### config.mk
export PLATFORM = sky130hd
export DESIGN_NAME = core_sequencer
export DESIGN_NICKNAME = d
export VERILOG_FILES = /design/src/rtl/seq_pkg.sv /design/src/rtl/lsu_busy_detect.sv /design/src/rtl/phase_fsm.sv /design/src/rtl/strobe_decode.sv /design/src/rtl/core_sequencer.sv
export SDC_FILE = /design/constraint.sdc
export NUM_CORES = 1
export LEC_CHECK = 0
export CORE_AREA = 3 3 40 42
export CTS_CLUSTER_SIZE = 40
export DETAILED_ROUTE_END_ITERATION = 10
export DIE_AREA = 0 0 43 45
export PLACE_DENSITY = 0.59
export SYNTH_ARGS = -nofsm -noshare
export SYNTH_HDL_FRONTEND = slang
export SYNTH_SLANG_ARGS = --single-unit
### constraint.sdc
create_clock -name clk -period 1.35 [get_ports clk]
set_input_delay 0.27 -clock clk [delete_from_list [all_inputs] [get_ports clk]]
set_output_delay 0.27 -clock clk [all_outputs]
set_load 0.03 [all_outputs]
### src/rtl/seq_pkg.sv
`timescale 1ns/1ps
package seq_pkg;

    localparam int PHASE_W = 3;
    localparam int LSU_W   = 2;

    typedef enum logic [PHASE_W-1:0] {
        PH_IDLE    = 3'd0,
        PH_FETCH   = 3'd1,
        PH_DECODE  = 3'd2,
        PH_REQUEST = 3'd3,
        PH_WAIT    = 3'd4,
        PH_UPDATE  = 3'd5,
        PH_DONE    = 3'd6
    } phase_t;

    typedef enum logic [LSU_W-1:0] {
        LSU_IDLE = 2'd0,
        LSU_REQ  = 2'd1,
        LSU_WAIT = 2'd2,
        LSU_FIN  = 2'd3
    } lsu_t;

endpackage

### src/rtl/lsu_busy_detect.sv
`timescale 1ns/1ps
module lsu_busy_detect
    import seq_pkg::*;
#(
    parameter int THREADS = 4
) (
    input  logic [LSU_W*THREADS-1:0] lsu_state_i,
    output logic                     busy_o
);

    logic [THREADS-1:0] lane_busy;

    // One stall flag per thread: requesting or waiting holds the core.
    for (genvar t = 0; t < THREADS; t++) begin : g_lane
        lsu_t lane_st;
        assign lane_st = lsu_t'(lsu_state_i[LSU_W*t +: LSU_W]);
        always_comb begin
            unique case (lane_st)
                LSU_REQ,
                LSU_WAIT: lane_busy[t] = 1'b1;
                default:  lane_busy[t] = 1'b0;
            endcase
        end
    end

    assign busy_o = |lane_busy;

endmodule

### src/rtl/phase_fsm.sv
`timescale 1ns/1ps
module phase_fsm
    import seq_pkg::*;
(
    input  logic   clk,
    input  logic   rst,
    input  logic   launch_i,
    input  logic   instr_valid_i,
    input  logic   lsu_busy_i,
    input  logic   is_ret_i,
    output phase_t phase_o
);

    phase_t cur_q;
    phase_t nxt;

    // State register.
    always_ff @(posedge clk) begin
        if (rst) cur_q <= PH_IDLE;
        else     cur_q <= nxt;
    end

    // Next-state logic; ALU/PC work shares the WAIT phase with memory waits.
    always_comb begin
        nxt = cur_q;
        unique case (cur_q)
            PH_IDLE:    if (launch_i)      nxt = PH_FETCH;
            PH_FETCH:   if (instr_valid_i) nxt = PH_DECODE;
            PH_DECODE:                     nxt = PH_REQUEST;
            PH_REQUEST:                    nxt = PH_WAIT;
            PH_WAIT:    if (!lsu_busy_i)   nxt = PH_UPDATE;
            PH_UPDATE:  nxt = is_ret_i ? PH_DONE : PH_FETCH;
            PH_DONE:                       nxt = PH_DONE;
            default:                       nxt = PH_IDLE;
        endcase
    end

    assign phase_o = cur_q;

    assert_idle_hold_R2: assert property (@(posedge clk) disable iff (rst)
        (cur_q == PH_IDLE && !launch_i) |=> (cur_q == PH_IDLE));
    assert_idle_launch_R2: assert property (@(posedge clk) disable iff (rst)
        (cur_q == PH_IDLE && launch_i) |=> (cur_q == PH_FETCH));
    assert_fetch_hold_R3: assert property (@(posedge clk) disable iff (rst)
        (cur_q == PH_FETCH && !instr_valid_i) |=> (cur_q == PH_FETCH));
    assert_decode_step_R4: assert property (@(posedge clk) disable iff (rst)
        (cur_q == PH_DECODE) |=> (cur_q == PH_REQUEST));
    assert_request_step_R4: assert property (@(posedge clk) disable iff (rst)
        (cur_q == PH_REQUEST) |=> (cur_q == PH_WAIT));
    assert_wait_stall_R5: assert property (@(posedge clk) disable iff (rst)
        (cur_q == PH_WAIT && lsu_busy_i) |=> (cur_q == PH_WAIT));
    assert_wait_release_R5: assert property (@(posedge clk) disable iff (rst)
        (cur_q == PH_WAIT && !lsu_busy_i) |=> (cur_q == PH_UPDATE));
    assert_update_exit_R6: assert property (@(posedge clk) disable iff (rst)
        (cur_q == PH_UPDATE) |=> (cur_q == PH_DONE || cur_q == PH_FETCH));
    assert_done_sticky_R7: assert property (@(posedge clk) disable iff (rst)
        (cur_q == PH_DONE) |=> (cur_q == PH_DONE));

endmodule

### src/rtl/strobe_decode.sv
`timescale 1ns/1ps
module strobe_decode
    import seq_pkg::*;
(
    input  phase_t phase_i,
    output logic   fetch_go_o,
    output logic   decode_go_o,
    output logic   request_go_o,
    output logic   compute_go_o,
    output logic   update_go_o,
    output logic   done_o
);

    always_comb begin
        fetch_go_o   = 1'b0;
        decode_go_o  = 1'b0;
        request_go_o = 1'b0;
        compute_go_o = 1'b0;
        update_go_o  = 1'b0;
        done_o       = 1'b0;
        unique case (phase_i)
            PH_FETCH:   fetch_go_o   = 1'b1;
            PH_DECODE:  decode_go_o  = 1'b1;
            PH_REQUEST: request_go_o = 1'b1;
            PH_WAIT:    compute_go_o = 1'b1;
            PH_UPDATE:  update_go_o  = 1'b1;
            PH_DONE:    done_o       = 1'b1;
            default:    ;
        endcase
    end

    always_comb begin
        assert_strobe_onehot_R8: assert ($onehot0({fetch_go_o, decode_go_o,
            request_go_o, compute_go_o, update_go_o, done_o}));
    end

endmodule

### src/rtl/core_sequencer.sv
`timescale 1ns/1ps
module core_sequencer
    import seq_pkg::*;
#(
    parameter int THREADS = 4
) (
    input  logic                     clk,
    input  logic                     rst,
    input  logic                     launch_i,
    input  logic                     instr_valid_i,
    input  logic                     is_ret_i,
    input  logic [LSU_W*THREADS-1:0] lsu_state_i,
    output logic [PHASE_W-1:0]       phase_o,
    output logic                     fetch_go_o,
    output logic                     decode_go_o,
    output logic                     request_go_o,
    output logic                     compute_go_o,
    output logic                     update_go_o,
    output logic                     block_done_o
);

    logic   lsu_busy;
    phase_t cur_phase;

    lsu_busy_detect #(.THREADS(THREADS)) u_busy (
        .lsu_state_i (lsu_state_i),
        .busy_o      (lsu_busy)
    );

    phase_fsm u_fsm (
        .clk           (clk),
        .rst           (rst),
        .launch_i      (launch_i),
        .instr_valid_i (instr_valid_i),
        .lsu_busy_i    (lsu_busy),
        .is_ret_i      (is_ret_i),
        .phase_o       (cur_phase)
    );

    strobe_decode u_strobe (
        .phase_i      (cur_phase),
        .fetch_go_o   (fetch_go_o),
        .decode_go_o  (decode_go_o),
        .request_go_o (request_go_o),
        .compute_go_o (compute_go_o),
        .update_go_o  (update_go_o),
        .done_o       (block_done_o)
    );

    assign phase_o = cur_phase;

    assert_reset_idle_R1: assert property (@(posedge clk)
        rst |=> (phase_o == 3'd0 && !block_done_o));
    assert_done_latched_R7: assert property (@(posedge clk) disable iff (rst)
        block_done_o |=> block_done_o);

endmodule

Word-level counts from Yosys, hierarchy flattened
Index checks and enable logic that the tools add are counted.
{ "word_totals": {"reg_bits": 3} }
{ "op_classes": {"eq_ne": 17, "muxes": 15, "n_reduce_logical": 7} }
{ "op_table": {"columns": ["op", "n"], "rows": [
  ["one-hot mux 3 bit (7 select lines)", 1],
  ["two-way mux 3 bit", 4],
  ["two-way mux 1 bit", 10],
  ["== test 3 bit (second input constant)", 3],
  ["== test 2 x 1 -> 1 bit (second input constant)", 4],
  ["== test 2 bit (second input constant)", 4],
  ["OR reduction 2 bit", 4],
  ["== test 3 x 2 -> 1 bit (second input constant)", 2],
  ["inequality test 2 bit (second input constant)", 3],
  ["OR reduction 4 bit", 1],
  ["== test 3 x 1 -> 1 bit (second input constant)", 1],
  ["zero test 3 bit", 1],
  ["AND reduction 3 bit", 1]
]} }

Depth between registers and ports, before layout
{ "depth": {"word_depth": 6, "ltp_mapped": 4, "depth_no_buf": 3} }

Modules after synthesis
From an unflattened synthesis, not the netlist that was laid out.
{ "unflattened": {"cells_unflattened": 30, "hier_area_um2": 269.0} }
{ "modules_own_cells": {"columns": ["module", "n_inst", "cells_per_inst", "area_per_inst_um2"], "rows": [
  ["phase_fsm", 1, 19, 175.2],
  ["strobe_decode", 1, 6, 52.6],
  ["lsu_busy_detect", 1, 5, 41.3]
]} }

Least setup slack after synthesis
No wires, ideal clock.
{ "synth_path": {"path_type": "reg-to-output", "from": "reg u_fsm.cur_q[0] (netlist: u_fsm.phase_o[0])", "to": "out fetch_go_o", "arrival_time_ns": 1.523, "path_slack_ns": -0.443, "stages_incl_launch_ff": 3, "cell_sequence": "dfxtp_1 buf_2 nor3b_1"} }
{ "synth_between": {"elab_chain_cells": 2} }
{ "synth_rtl": {"columns": ["element", "line", "rtl"], "rows": [
  ["from (decl)", "phase_fsm.sv:14", "phase_t cur_q;"],
  ["from (signal assigned)", "phase_fsm.sv:20", "else cur_q <= nxt;"],
  ["== test 3 x 1 -> 1 bit", "strobe_decode.sv:21", "unique case (phase_i)"],
  ["two-way mux 1 bit", "strobe_decode.sv:21", null],
  ["to (decl)", "core_sequencer.sv:14", "output logic fetch_go_o,"]
]} }
Every way passes these cells.

Worst setup path in the final report
{ "layout_path": {"from": "reg u_fsm.cur_q[1] (netlist: u_fsm.phase_o[1])", "to": "out fetch_go_o"} }
The elaborated chain is that of the path after synthesis.

==> results.md <==
- Status: complete, no violations
- Longest Clk Path Bufs: 2
- Post-Place Cells: 65
- Commonest non-fill, non-tap cell in the layout: clkdlybuf4s50_1
- Core ar.: 1285 um2
- Post-DRT Antenna Nets: 0
- Sequential-to-total area share from yosys stat: a little under a quarter
- Clk network pwr share: 32.5%
- Routed WL per cell: 11.01 um
- Logic gate share of total power: a little over two fifths
- Vias in the first global route: 306
- Final Non-Filler Cells: 72
- Initial DRC count: 9
- Worst setup margin: 22.80 ps
- Netlist cell types: 19
- Largest register FFs: 3
- Die area: between 1500 and 2000 um2
- Nets: 71
- Crit path launch: u_fsm.phase_o[1]
- Row cnt: 13
- Largest vdd supply drop: 583.6 uV
- Post-DP HPWL: 620.1 um
- Period minus WS final: 1327 ps
- Clk Latency, worst-skew pair: 230 ps
- Setup violators final: 0
- Crit share post-route: 98.31%
- # fillers: 142
- Total GRT Usage: about 9.6%
- H-tree levels: 1
- Fraction of final layout cells sized beyond drive strength 1: 50.88%
- Hold Startpoint: u_fsm.phase_o[0]
- Residual DRC count: 0
- Root Driver: clkbuf_4
- Largest net degree at the start of global routing: 14
- Hold crit path type: reg -> reg
- Sw Ratio: 32.11%
- Initial Util: 20.25%
- Least-Margin Pin Slew: 215.2 ps
- Register bit total from synthesis: 3
- Pre-CTS setup slack: -60.82 ps
- Critical path endpoint category: output pin
- Synthesized area per cell: just under 9 um2
- DR top layer: met3
- CTS buffer count: 3
- Switching power: about 150 uW
- Die X: 43 um
- Clock slew at reported path FFs: 40 ps
- Remaining Overflow, GRT: 0
- Final Skew: 2.693 ps
- Met1 wire length: just over 300 um
- Initial antenna violation count: 0
- Rel. slew slack: 85.49%
- Post-Synthesis Cells: 30
- WP data required: 1080 ps
- Critical path class: reg -> out
- Area grow syn2layout: 125.5%
- R2R Path Start: u_fsm.phase_o[1]
- GPL Wtd Cong: 0.6602
- Post-Syn Area: 260.3 um2
- Vias per inst: 4.514
- Max-cap violations: 0
- Initial DRT Pass Iterations: 3
- Pwr dens: 807.1 nW/um2
- Hold Violations, Final: 0
- Synth Warn #: 0
- Arrival time worst endpoint: 1060 ps
- Commonest cells after routing, fill and taps aside: clkdlybuf4s50_1, buf_4, xor2_1
- Top-Level Pins: 22
- Max Slew Vio Count: 0
- Max Freq: 753.5 MHz
- Crit Path Max Fanout: 7
- Via Count: between 300 and 400
- PortBufs: 21
- Routed met3 length: between 60 and 70 um
- Static leakage: approximately 0.00025 uW
- CTS tree: done
- Global-route wire length before repair: 1.380 mm
- Routed wl met2: around 420 um
- Die Ht: about 45 um
- CP Launch Type: register
- Mapped Nets: 43
- Sequential power share: 25.5%
- Antenna Cells: 0
- Clock Sinks: 3
- Post-Route WL: 793 um
- P_int: 321.5 uW
- RSZ-0062 raised after global routing: yes
path summary, 6_finish.rpt:
kind                            to  slack (ps)  depth (start not counted)
setup / recovery        fetch_go_o          20                          3
hold / removal    u_fsm.phase_o[1]         570                          2
setup reg to reg  u_fsm.phase_o[0]         190                          4
hold reg to reg   u_fsm.phase_o[1]         570                          2
stage by stage:
step                      instance area, um2  hold WS, ps  setup TNS [ps]  total power (uW)  utilization [%]
final                                  586.8        569.0               0             473.6            45.67
after global routing                   586.8        597.5          -26.07             508.4            45.67
after detailed placement               511.7        602.0          -60.82             297.9            39.82
after global placement                 511.7        594.1          -57.36             297.1            39.82
after CTS                              571.8        573.8               0             476.1            44.50
after floorplan                        314.1        331.7               0             226.1                -
kinds of logic after synthesis:
family / synth area share [%]
simple gates: 25.48
compound gates: 25.48
buf+inv: 8.173
mux: 4.327
xor+xnor: 13.46
flops: 23.08
layer usage:
layer	vias up	global-route usage (%)
li1	167	-
met1	144	9.569
met2	14	16.17
met3	0	5.179
met4	0	5.422
met5	-	0
final cells by class:
| type | instances | area [um2] | share of cell area [%] |
|---|---|---|---|
| Inverter | 1 | 3.754 | 0.6397 |
| Timing Repair Buffer | 26 | 236.5 | 40.30 |
| Sequential cell | 3 | 71.32 | 12.15 |
| Tap cell | 15 | 18.77 | 3.198 |
| Clock buffer | 4 | 26.28 | 4.478 |
| Multi-Input combinational cell | 23 | 230.2 | 39.23 |
Yosys cell counts (all sizes together):
master	instances	area, um2
o41ai	1	16.27
nand3b	1	7.510
dfxtp	3	60.06
a21oi	3	15.01
o211a	1	10.01
a311oi	1	8.760
inv	1	3.750
nor2	2	7.510
a221oi	1	8.760
a21o	1	7.510
xor2	4	35.03
mux2	1	11.26
nor3	1	5.000
buf	3	17.52
nand2b	2	12.51
nor3b	3	27.52
and3	1	6.260
power by group through the flow:
| stage | sequential [uW] | clock (uW) | combinational, uW |
|---|---|---|---|
| floorplan | 124 | 0 | 102 |
| global placement | 127 | 0 | 170 |
| detailed placement | 127 | 0 | 171 |
| CTS | 125 | 165 | 186 |
| global route | 124 | 172 | 212 |
| finish | 121 | 154 | 199 |
worst max-delay path: stages, from the launching register on:
cell and delay (ps):
dfxtp_4 380, buf_6 130, nor3b_4 170, buf_6 150
what timing repair did:
action | in CTS | in global routing
setup buffers | 1 | 2
resized for setup | 9 | 0
cloned | 0 | 0
pin swaps | 0 | 1
hold buffers | 0 | 0
setup endpoints to repair | 5 | 4
Note: power is estimated with default switching activity, not from simulation.
